--- config.mk ---
export PLATFORM = sky130hd
export DESIGN_NAME = dma_chan_ctrl
export DESIGN_NICKNAME = d
export VERILOG_FILES = /design/src/rtl/dmac_pkg.sv /design/src/rtl/dmac_cfg_regs.sv /design/src/rtl/dmac_ctl_seq.sv /design/src/rtl/dma_chan_ctrl.sv
export SDC_FILE = /design/constraint.sdc
export NUM_CORES = 1
export LEC_CHECK = 0
export CAP_MARGIN = 0
export CORE_MARGIN = 2
export CORE_UTILIZATION = 40
export DETAILED_ROUTE_END_ITERATION = 7
export DONT_BUFFER_PORTS = 1
export PLACE_DENSITY = 0.57
export SYNTH_ARGS = -nofsm -noshare
export SYNTH_HDL_FRONTEND = slang
export SYNTH_SLANG_ARGS = --single-unit
--- constraint.sdc ---
create_clock -name clk -period 3.75 [get_ports clk]
set_clock_uncertainty 0.05 [all_clocks]
set_input_delay 1.125 -clock clk [delete_from_list [all_inputs] [get_ports clk]]
set_output_delay 1.125 -clock clk [all_outputs]
set_load 0.1 [all_outputs]
--- src/rtl/dmac_pkg.sv ---
package dmac_pkg;
  localparam int unsigned OFS_FLAG  = 32'h00;
  localparam int unsigned OFS_INTEN = 32'h04;
  localparam int unsigned OFS_LAUNCH = 32'h08;
  localparam int unsigned OFS_RESET = 32'h0C;
  localparam int unsigned OFS_STOP  = 32'h10;
  localparam int unsigned OFS_FLUSH = 32'h14;
  localparam int unsigned OFS_CTRL  = 32'h18;
  localparam int unsigned OFS_SRC   = 32'h1C;
  localparam int unsigned OFS_DST   = 32'h20;
  localparam int unsigned OFS_LEN1  = 32'h24;
  localparam int unsigned OFS_LEN2  = 32'h28;
  localparam int unsigned OFS_JUMP  = 32'h2C;

  // wide register slots inside the config bank
  localparam int unsigned W_SRC  = 0;
  localparam int unsigned W_DST  = 1;
  localparam int unsigned W_JUMP = 2;
  localparam int unsigned W_CTRL = 3;
  localparam int unsigned N_WIDE = 4;
  localparam int unsigned N_LEN  = 2;

  // interrupt level from flag and enable
  function automatic logic irq_level(input logic flag, input logic en);
    return flag & en;
  endfunction

  // launch is accepted only from a quiet, unblocked channel
  function automatic logic may_launch(input logic busy, input logic flush,
                                      input logic warm, input logic hard);
    return !(busy | flush | warm | hard);
  endfunction
endpackage

--- src/rtl/dmac_cfg_regs.sv ---
module dmac_cfg_regs #(
  parameter int unsigned DATA_W = 32,
  parameter int unsigned LEN_W  = 20,
  parameter int unsigned N_WIDE = 4,
  parameter int unsigned N_LEN  = 2
) (
  input  logic                          clk,
  input  logic                          rst_n,
  input  logic                          clr,
  input  logic [N_WIDE-1:0]             wr_wide,
  input  logic [N_LEN-1:0]              wr_len,
  input  logic                          wr_en,
  input  logic [DATA_W-1:0]             wdata,
  output logic [N_WIDE-1:0][DATA_W-1:0] wide_q,
  output logic [N_LEN-1:0][LEN_W-1:0]   len_q,
  output logic                          en_q
);
  for (genvar i = 0; i < N_WIDE; i++) begin : g_wide
    always_ff @(posedge clk or negedge rst_n) begin
      if (!rst_n)          wide_q[i] <= '0;
      else if (clr)        wide_q[i] <= '0;
      else if (wr_wide[i]) wide_q[i] <= wdata;
    end
  end

  for (genvar j = 0; j < N_LEN; j++) begin : g_len
    always_ff @(posedge clk or negedge rst_n) begin
      if (!rst_n)         len_q[j] <= '0;
      else if (clr)       len_q[j] <= '0;
      else if (wr_len[j]) len_q[j] <= wdata[LEN_W-1:0];
    end
  end

  always_ff @(posedge clk or negedge rst_n) begin
    if (!rst_n)     en_q <= 1'b0;
    else if (clr)   en_q <= 1'b0;
    else if (wr_en) en_q <= wdata[0];
  end
endmodule

--- src/rtl/dmac_ctl_seq.sv ---
module dmac_ctl_seq
  import dmac_pkg::*;
(
  input  logic       clk,
  input  logic       rst_n,
  input  logic       wr_launch,
  input  logic       wr_flag,
  input  logic       wr_reset,
  input  logic       wr_flush,
  input  logic [1:0] wbits,
  input  logic       eng_done,
  input  logic       eng_idle,
  output logic       busy,
  output logic       flag,
  output logic       flush_q,
  output logic       warm_q,
  output logic       hard_q,
  output logic       start_pulse,
  output logic       launch_evt,
  output logic       done_evt,
  output logic       abort_evt,
  output logic       hard_set,
  output logic       cfg_clr
);
  logic hard_rel;
  logic warm_req;

  assign hard_set   = wr_reset & wbits[1];
  assign hard_rel   = wr_reset & ~wbits[1] & hard_q;
  assign cfg_clr    = hard_set | hard_q;
  assign launch_evt = wr_launch & wbits[0] & may_launch(busy, flush_q, warm_q, hard_q);
  assign done_evt   = busy & eng_done;
  assign abort_evt  = busy & ~eng_done & (flush_q | warm_q) & eng_idle;
  assign warm_req   = wr_reset & wbits[0] & busy & ~hard_q;

  always_ff @(posedge clk or negedge rst_n) begin
    if (!rst_n) begin
      busy        <= 1'b0;
      flag        <= 1'b0;
      flush_q     <= 1'b0;
      warm_q      <= 1'b0;
      hard_q      <= 1'b0;
      start_pulse <= 1'b0;
    end else if (hard_set) begin
      busy        <= 1'b0;
      flag        <= 1'b0;
      flush_q     <= 1'b0;
      warm_q      <= 1'b0;
      hard_q      <= 1'b1;
      start_pulse <= 1'b0;
    end else begin
      start_pulse <= launch_evt;
      if (hard_rel) hard_q <= 1'b0;
      if (wr_flush && !hard_q) flush_q <= wbits[0];

      if (launch_evt) begin
        busy <= 1'b1;
      end else if (done_evt || abort_evt) begin
        busy   <= 1'b0;
        warm_q <= 1'b0;
      end else if (warm_req) begin
        warm_q <= 1'b1;
      end

      // completion outranks a software clear in the same cycle
      if (done_evt)                flag <= 1'b1;
      else if (wr_flag && !wbits[0]) flag <= 1'b0;
    end
  end
endmodule

--- src/rtl/dma_chan_ctrl.sv ---
module dma_chan_ctrl
  import dmac_pkg::*;
#(
  parameter int unsigned ADDR_W = 8,
  parameter int unsigned DATA_W = 32,
  parameter int unsigned LEN_W  = 20
) (
  input  logic              clk,
  input  logic              rst_n,
  input  logic [ADDR_W-1:0] bus_addr,
  input  logic              bus_wr,
  input  logic [DATA_W-1:0] bus_wdata,
  output logic [DATA_W-1:0] bus_rdata,
  output logic              eng_start,
  output logic              eng_flush,
  input  logic              eng_done,
  input  logic              eng_idle,
  output logic [DATA_W-1:0] cfg_src,
  output logic [DATA_W-1:0] cfg_dst,
  output logic [LEN_W-1:0]  cfg_len1,
  output logic [LEN_W-1:0]  cfg_len2,
  output logic [DATA_W-1:0] cfg_jump,
  output logic [DATA_W-1:0] cfg_ctrl,
  output logic              irq
);
  localparam int unsigned PAD_LEN = DATA_W - LEN_W;

  logic [N_WIDE-1:0][DATA_W-1:0] wide_q;
  logic [N_LEN-1:0][LEN_W-1:0]   len_q;
  logic [N_WIDE-1:0]             wr_wide;
  logic [N_LEN-1:0]              wr_len;
  logic int_en, busy, flag, flush_q, warm_q, hard_q;
  logic launch_evt, done_evt, abort_evt, hard_set, cfg_clr;

  function automatic logic hit(input logic [ADDR_W-1:0] a, input int unsigned ofs);
    return a == ADDR_W'(ofs);
  endfunction

  assign wr_wide[W_SRC]  = bus_wr & hit(bus_addr, OFS_SRC);
  assign wr_wide[W_DST]  = bus_wr & hit(bus_addr, OFS_DST);
  assign wr_wide[W_JUMP] = bus_wr & hit(bus_addr, OFS_JUMP);
  assign wr_wide[W_CTRL] = bus_wr & hit(bus_addr, OFS_CTRL);
  assign wr_len[0]       = bus_wr & hit(bus_addr, OFS_LEN1);
  assign wr_len[1]       = bus_wr & hit(bus_addr, OFS_LEN2);

  dmac_cfg_regs #(
    .DATA_W(DATA_W), .LEN_W(LEN_W), .N_WIDE(N_WIDE), .N_LEN(N_LEN)
  ) u_cfg (
    .clk    (clk),
    .rst_n  (rst_n),
    .clr    (cfg_clr),
    .wr_wide(wr_wide),
    .wr_len (wr_len),
    .wr_en  (bus_wr & hit(bus_addr, OFS_INTEN)),
    .wdata  (bus_wdata),
    .wide_q (wide_q),
    .len_q  (len_q),
    .en_q   (int_en)
  );

  dmac_ctl_seq u_seq (
    .clk        (clk),
    .rst_n      (rst_n),
    .wr_launch  (bus_wr & hit(bus_addr, OFS_LAUNCH)),
    .wr_flag    (bus_wr & hit(bus_addr, OFS_FLAG)),
    .wr_reset   (bus_wr & hit(bus_addr, OFS_RESET)),
    .wr_flush   (bus_wr & hit(bus_addr, OFS_FLUSH)),
    .wbits      (bus_wdata[1:0]),
    .eng_done   (eng_done),
    .eng_idle   (eng_idle),
    .busy       (busy),
    .flag       (flag),
    .flush_q    (flush_q),
    .warm_q     (warm_q),
    .hard_q     (hard_q),
    .start_pulse(eng_start),
    .launch_evt (launch_evt),
    .done_evt   (done_evt),
    .abort_evt  (abort_evt),
    .hard_set   (hard_set),
    .cfg_clr    (cfg_clr)
  );

  assign eng_flush = flush_q | warm_q;
  assign irq       = irq_level(flag, int_en);
  assign cfg_src   = wide_q[W_SRC];
  assign cfg_dst   = wide_q[W_DST];
  assign cfg_jump  = wide_q[W_JUMP];
  assign cfg_ctrl  = wide_q[W_CTRL];
  assign cfg_len1  = len_q[0];
  assign cfg_len2  = len_q[1];

  always_comb begin
    bus_rdata = '0;
    if      (hit(bus_addr, OFS_FLAG))   bus_rdata[0] = flag;
    else if (hit(bus_addr, OFS_INTEN))  bus_rdata[0] = int_en;
    else if (hit(bus_addr, OFS_LAUNCH)) bus_rdata[0] = busy;
    else if (hit(bus_addr, OFS_RESET))  bus_rdata[1:0] = {hard_q, warm_q};
    else if (hit(bus_addr, OFS_FLUSH))  bus_rdata[0] = flush_q;
    else if (hit(bus_addr, OFS_CTRL))   bus_rdata = wide_q[W_CTRL];
    else if (hit(bus_addr, OFS_SRC))    bus_rdata = wide_q[W_SRC];
    else if (hit(bus_addr, OFS_DST))    bus_rdata = wide_q[W_DST];
    else if (hit(bus_addr, OFS_JUMP))   bus_rdata = wide_q[W_JUMP];
    else if (hit(bus_addr, OFS_LEN1))   bus_rdata = {{PAD_LEN{1'b0}}, len_q[0]};
    else if (hit(bus_addr, OFS_LEN2))   bus_rdata = {{PAD_LEN{1'b0}}, len_q[1]};
  end
endmodule

## Yosys cells after proc, flatten, opt, wreduce, memory -nomap -nowiden

Cells that the tools add are included.

| cells by class | value |
|---|---|
| eq/ne operators | 11 |
| mux-type cells | 45 |
| bitwise logic cells | 32 |
| reductions and logical operators | 20 |

Operator list:

| cell | count |
|---|---|
| $mux 32 | 13 |
| $mux 31 | 4 |
| $mux 20 | 5 |
| $eq 8x6->1 const B | 4 |
| $mux 30 | 1 |
| $and 1x1->1 | 24 |
| $eq 8x5->1 const B | 3 |
| $mux 1 | 21 |
| $reduce_bool 2->1 | 9 |
| $eq 8x4->1 const B | 2 |
| $reduce_bool 3->1 | 3 |
| $eq 8x3->1 const B | 1 |
| $logic_not 8->1 | 1 |
| $or 1x1->1 | 5 |
| $logic_not 1->1 | 3 |
| $not 1->1 | 3 |
| $logic_and 1x1->1 | 2 |
| $mux 2 | 1 |
| $ne 2x1->1 const B | 1 |
| $reduce_and 2->1 | 1 |
| $logic_or 1x1->1 | 1 |

| word-level totals | value |
|---|---|
| bits in registers | 175 |

## Depth between registers and ports, before layout

| logic depth | value |
|---|---|
| depth after elaboration | 12 |
| gate-level depth with buffers | 8 |

## Hierarchy

From an unflattened synthesis, not the netlist that was laid out.

| second synthesis, totals | value |
|---|---|
| cell total of the unflattened synthesis | 792 |
| area total of the unflattened synthesis | 9022.4 sq um |

Modules (own cells, without submodules):

| module | times used | cells each | area each (sq um) | seq. area each (sq um) |
|---|---|---|---|---|
| dmac_cfg_regs | 1 | 546 | 7065.5 | 4229.1 |
| dma_chan_ctrl | 1 | 217 | 1651.6 | 0.0 |
| dmac_ctl_seq | 1 | 29 | 305.3 | 150.1 |

## Least setup slack after synthesis

OpenSTA, ideal clock, no wires.

| timing | value |
|---|---|
| path kind | input -> output |
| from | in bus_addr[4] |
| to | out bus_rdata[10] |
| arrival | 4.739 ns |
| slack | -2.164 ns |
| cell stages on the path | 7 |
| cell sequence | buf_6 -> or4b_4 -> buf_6 -> nor3_4 -> buf_6 -> nand2_1 -> a221oi_1 |

| between the ends | value |
|---|---|
| word-level cells in the longest chain between the ends | 12 |

RTL lines:

| what | line | text |
|---|---|---|
| from (decl) | dma_chan_ctrl.sv:10 | `input logic [ADDR_W-1:0] bus_addr,` |
| $eq 8x6->1 | dma_chan_ctrl.sv:36 | `return a == ADDR_W'(ofs);` |
| $mux 20 | dma_chan_ctrl.sv:105 | `else if (hit(bus_addr, OFS_LEN2)) bus_rdata = {{PAD_LEN{1'b0}}, len_q[1]};` |
| $mux 32 | dma_chan_ctrl.sv:104 | `else if (hit(bus_addr, OFS_LEN1)) bus_rdata = {{PAD_LEN{1'b0}}, len_q[0]};` |
| $mux 32 | dma_chan_ctrl.sv:103 | `else if (hit(bus_addr, OFS_JUMP)) bus_rdata = wide_q[W_JUMP];` |
| $mux 32 | dma_chan_ctrl.sv:102 | `else if (hit(bus_addr, OFS_DST)) bus_rdata = wide_q[W_DST];` |
| $mux 32 | dma_chan_ctrl.sv:101 | `else if (hit(bus_addr, OFS_SRC)) bus_rdata = wide_q[W_SRC];` |
| $mux 32 | dma_chan_ctrl.sv:100 | `else if (hit(bus_addr, OFS_CTRL)) bus_rdata = wide_q[W_CTRL];` |
| $mux 31 | dma_chan_ctrl.sv:99 | `else if (hit(bus_addr, OFS_FLUSH)) bus_rdata[0] = flush_q;` |
| $mux 30 | dma_chan_ctrl.sv:98 | `else if (hit(bus_addr, OFS_RESET)) bus_rdata[1:0] = {hard_q, warm_q};` |
| $mux 31 | dma_chan_ctrl.sv:97 | `else if (hit(bus_addr, OFS_LAUNCH)) bus_rdata[0] = busy;` |
| $mux 31 | dma_chan_ctrl.sv:96 | `else if (hit(bus_addr, OFS_INTEN)) bus_rdata[0] = int_en;` |
| $mux 31 (*) | dma_chan_ctrl.sv:95 | `if (hit(bus_addr, OFS_FLAG)) bus_rdata[0] = flag;` |
| to (decl) | dma_chan_ctrl.sv:13 | `output logic [DATA_W-1:0] bus_rdata,` |

Every way passes the cells marked *; elsewhere a longest branch is shown, timed or not.

## Final worst setup path

| timing | value |
|---|---|
| from | in bus_addr[6] |
| to | out bus_rdata[2] |

The elaborated chain is that of the path after synthesis.

==> results.tsv <==
stage	metric	value	unit
synthesis	Seq/Total Area, Yosys	0.501	
place	IO Port Bufs	0	
synthesis	Syn Std Cell Area	0.00874	mm^2
worst_setup_path	crit start category	input port	
status	failing checks	setup timing	
hold_path	Worst Hold Class	input port to asynchronous set/reset pin	
power	maximum VDD drop	282	uV
finish	Finished Cell Area	0.0123	mm^2
synthesis	Yosys cell types	48	
finish	layout cells sized above 1	0.306	
worst_setup_path	CP most frequent cell	buf_12	
clocking	CTS Buf Count	17	
finish	diode count	0	
global_routing	grt total ovfl	0	
drt	Vias	8290	
floorplan	Initial Util	0.404	
clocking	Clk pin slew, worst setup/hold paths	0.07	ns
synthesis	post-synthesis cell count	1016	
synthesis	largest cells by area after synthesis	dfrtp_1 (50%), nand2_1 (15%), a21oi_1 (8.9%), mux2_2 (2.3%), clkbuf_1 (2.2%)	
finish	layout net count	1239	
floorplan	FP Rows	54	
synthesis	Yosys top cell area share	0.501	
sta	worst setup margin	-0.114	ns
sta	post-route minimum period	3.86	ns
power	pwr/cell area	392	mW/mm^2
synthesis	ys flop type	dfrtp_1	
floorplan	DIE WIDTH	152	um
clocking	H-tree depth	4	
global_routing	largest net degree at the start of global routing	176	
worst_setup_path	slowest cell on the critical path	or4b_4	
sta	final hold violation count	0	
floorplan	die height	152	um
status	status	complete, but fails checks	
sta	actual slew at the worst max-slew pin	0.984	ns
power	P_leak	5.43	nW
clocking	Hold-fix buffers, CTS	0	
synthesis	FF+latch count, synth	175	
clocking	Clock Sinks	175	
place	DP Worst Slack	-0.112	ns
global_routing	first-pass GRT wire length	49.0	mm
global_routing	initial antenna violation count	0	
drt	Iter 0 DRT Violations	626	
flow_run	max-cap violations	0	
synthesis	most common cell in the netlist	nand2_1	
place	Final HPWL DP	21.4	mm
drt	DR vias/cell	5.57	
global_routing	Tot GR Track Use	0.284	
synthesis	Synth top cells by count	nand2_1 (357), dfrtp_1 (175), a21oi_1 (156)	
floorplan	Ports	248	
sta	RSZ-0062 raised after global routing	true	
worst_setup_path	Setup crit start	bus_addr[6]	
clocking	# Post-CTS Setup Buffers	0	
worst_setup_path	R2R depth	4	
place	placed cell areas	0.0117	mm^2
worst_setup_path	CP max FO	18	
drt	DRT Wirelength	32.8	mm
place	dpl cells	1455	
global_routing	vias in the first global route	8191	
drt	post-route ant nets	0	
worst_setup_path	RR Startpoint	u_seq.flush_q	
clocking	Worst-Skew Late Latency	0.43	ns
sta	Max Fclk	259	MHz
drt	WL/cell	22.0	um
drt	drt pass-1 iters	5	
sta	period utilization	1.03	
clocking	clk buf depth	2	
worst_setup_path	R2R Setup Slk	1.91	ns
sta	final slew viol count	0	
worst_setup_path	crit-path max cell delay	0.56	ns
synthesis	Async SR Flop Fraction	1.00	
place	Placer Congestion	0.841	
synthesis	cell taking the most area after synthesis	dfrtp_1	
clocking	CTS tree	yes	
worst_setup_path	CP Capture Type	output pin	
drt	DRC	0	
worst_setup_path	reg-to-reg endpoint	u_seq.busy	
synthesis	syn nets	1061	
worst_setup_path	Critical Path, Cell by Cell	or4b_4 -> nor3_4 -> buf_12 -> nand2_1 -> a221oi_4 -> buf_12	
floorplan	core region area	0.0216	mm^2
synthesis	syn_area_per_cell	8.60	um^2
finish	Finished Layout Cells	1487	
worst_setup_path	critical path type	input port to output pin	
worst_setup_path	Worst EP required	2.57	ns
sta	Setup Viol. Count Final	18	
synthesis	synth warn	0	
worst_setup_path	termination of the worst setup path	bus_rdata[2]	
floorplan	Die Area	0.0230	mm^2
finish	Layout Area Growth over Synthesis	41.1	%
synthesis	Post-synth EDFFs	0	
worst_setup_path	critical path data arrival time	2.69	ns
sta	Slew headroom	0.344	
clocking	CTS root buffer	clkbuf_16	
state kept, by name, indices dropped and copies added, names as in the netlist:
name / cells
u_seq.hard_q: 1
u_seq.warm_q: 1
u_seq.busy: 1
u_cfg.len_q: 40
u_cfg.wide_q: 128
u_seq.flag: 1
u_seq.flush_q: 1
u_seq.start_pulse: 1
u_cfg.en_q: 1
per-stage QoR:
stage,hold slack [ns],utilization,total power [mW],setup TNS [ns]
finish,0.329,0.570,4.84,-1.58
global placement,0.498,0.541,2.93,-1.32
detailed placement,0.504,0.541,2.94,-1.51
global route,0.307,0.570,4.97,-2.20
CTS,0.320,0.570,4.85,-1.62
floorplan,0.445,-,2.73,-17.07
cell type report:
type,instances,area (um^2)
Fill cell,1951,9290
Tap cell,280,350
Clock inverter,14,199
Timing Repair Buffer,249,2480
Inverter,4,15.0
Sequential cell,175,4380
Clock buffer,18,429
Multi-Input combinational cell,747,4470
metal layers:
| metal | global-route usage | vias to the layer above | part of all wire |
|---|---|---|---|
| met4 | 0.0694 | 0 | 0.014 |
| met1 | 0.374 | 4080 | 0.41 |
| met5 | 0 | - | 0 |
| met2 | 0.466 | 324 | 0.49 |
| met3 | 0.0784 | 36 | 0.090 |
| li1 | - | 3850 | - |
placed cells by master, fill, tap and decap left out, types with 3 or more instances in the layout:
master       n
nand2_1    356
buf_4      200
dfrtp_1    175
a21oi_1    156
buf_12      49
a22oi_1     25
o22ai_1     24
and3_1      20
o21ai_0     20
mux2_2      18
a22o_1      18
a221oi_4    18
clkbuf_16   17
o21ai_4     12
a21oi_2     10
nand2b_1     4
inv_1        4
mux2i_1      4
nor2_1       4
nor2_2       3
and2_1       3
or4b_4       3
nor3_4       3
or3_1        3
and3_2       3
nand3_2      3
inv_6        3
bufinv_16    3
inv_8        3
worst min-delay path by stage:
stage,from,end,depth (start not counted)
floorplan,u_seq.flush_q,u_seq.flush_q,2
global placement,u_seq.hard_q,u_seq.hard_q,1
detailed placement,u_seq.hard_q,u_seq.hard_q,1
CTS,rst_n,u_cfg.len_q[24],0
global route,rst_n,u_cfg.wide_q[67],0
finish,rst_n,u_cfg.wide_q[67],0
cells by family after synthesis:
kind of cell,Yosys count,share of synthesized area
AO/OA/AOI/OAI,295,0.207
buffers and inverters,94,0.0490
flip-flops,175,0.501
multiplexers,24,0.0329
AND/OR/NAND/NOR,428,0.210
what timing repair did:
action / CTS / global route
endpoints found under the hold margin: 0 / 0
resized for setup: 1 / 1
setup endpoints to repair: 19 / 21
report_power, final:
| group | switching [mW] | internal (mW) |
|---|---|---|
| Sequential | 0.0269 | 1.95 |
| Combinational | 0.727 | 0.194 |
| Clock | 0.858 | 1.08 |
| Total | 1.61 | 3.23 |
critical path: cells and delay by family:
family                 cells  cell delay (ns)
AO/OA/AOI/OAI              1             0.31
buffers and inverters      2             0.40
AND/OR/NAND/NOR            3             0.84
No activity file was read; power rests on OpenSTA's default activity.
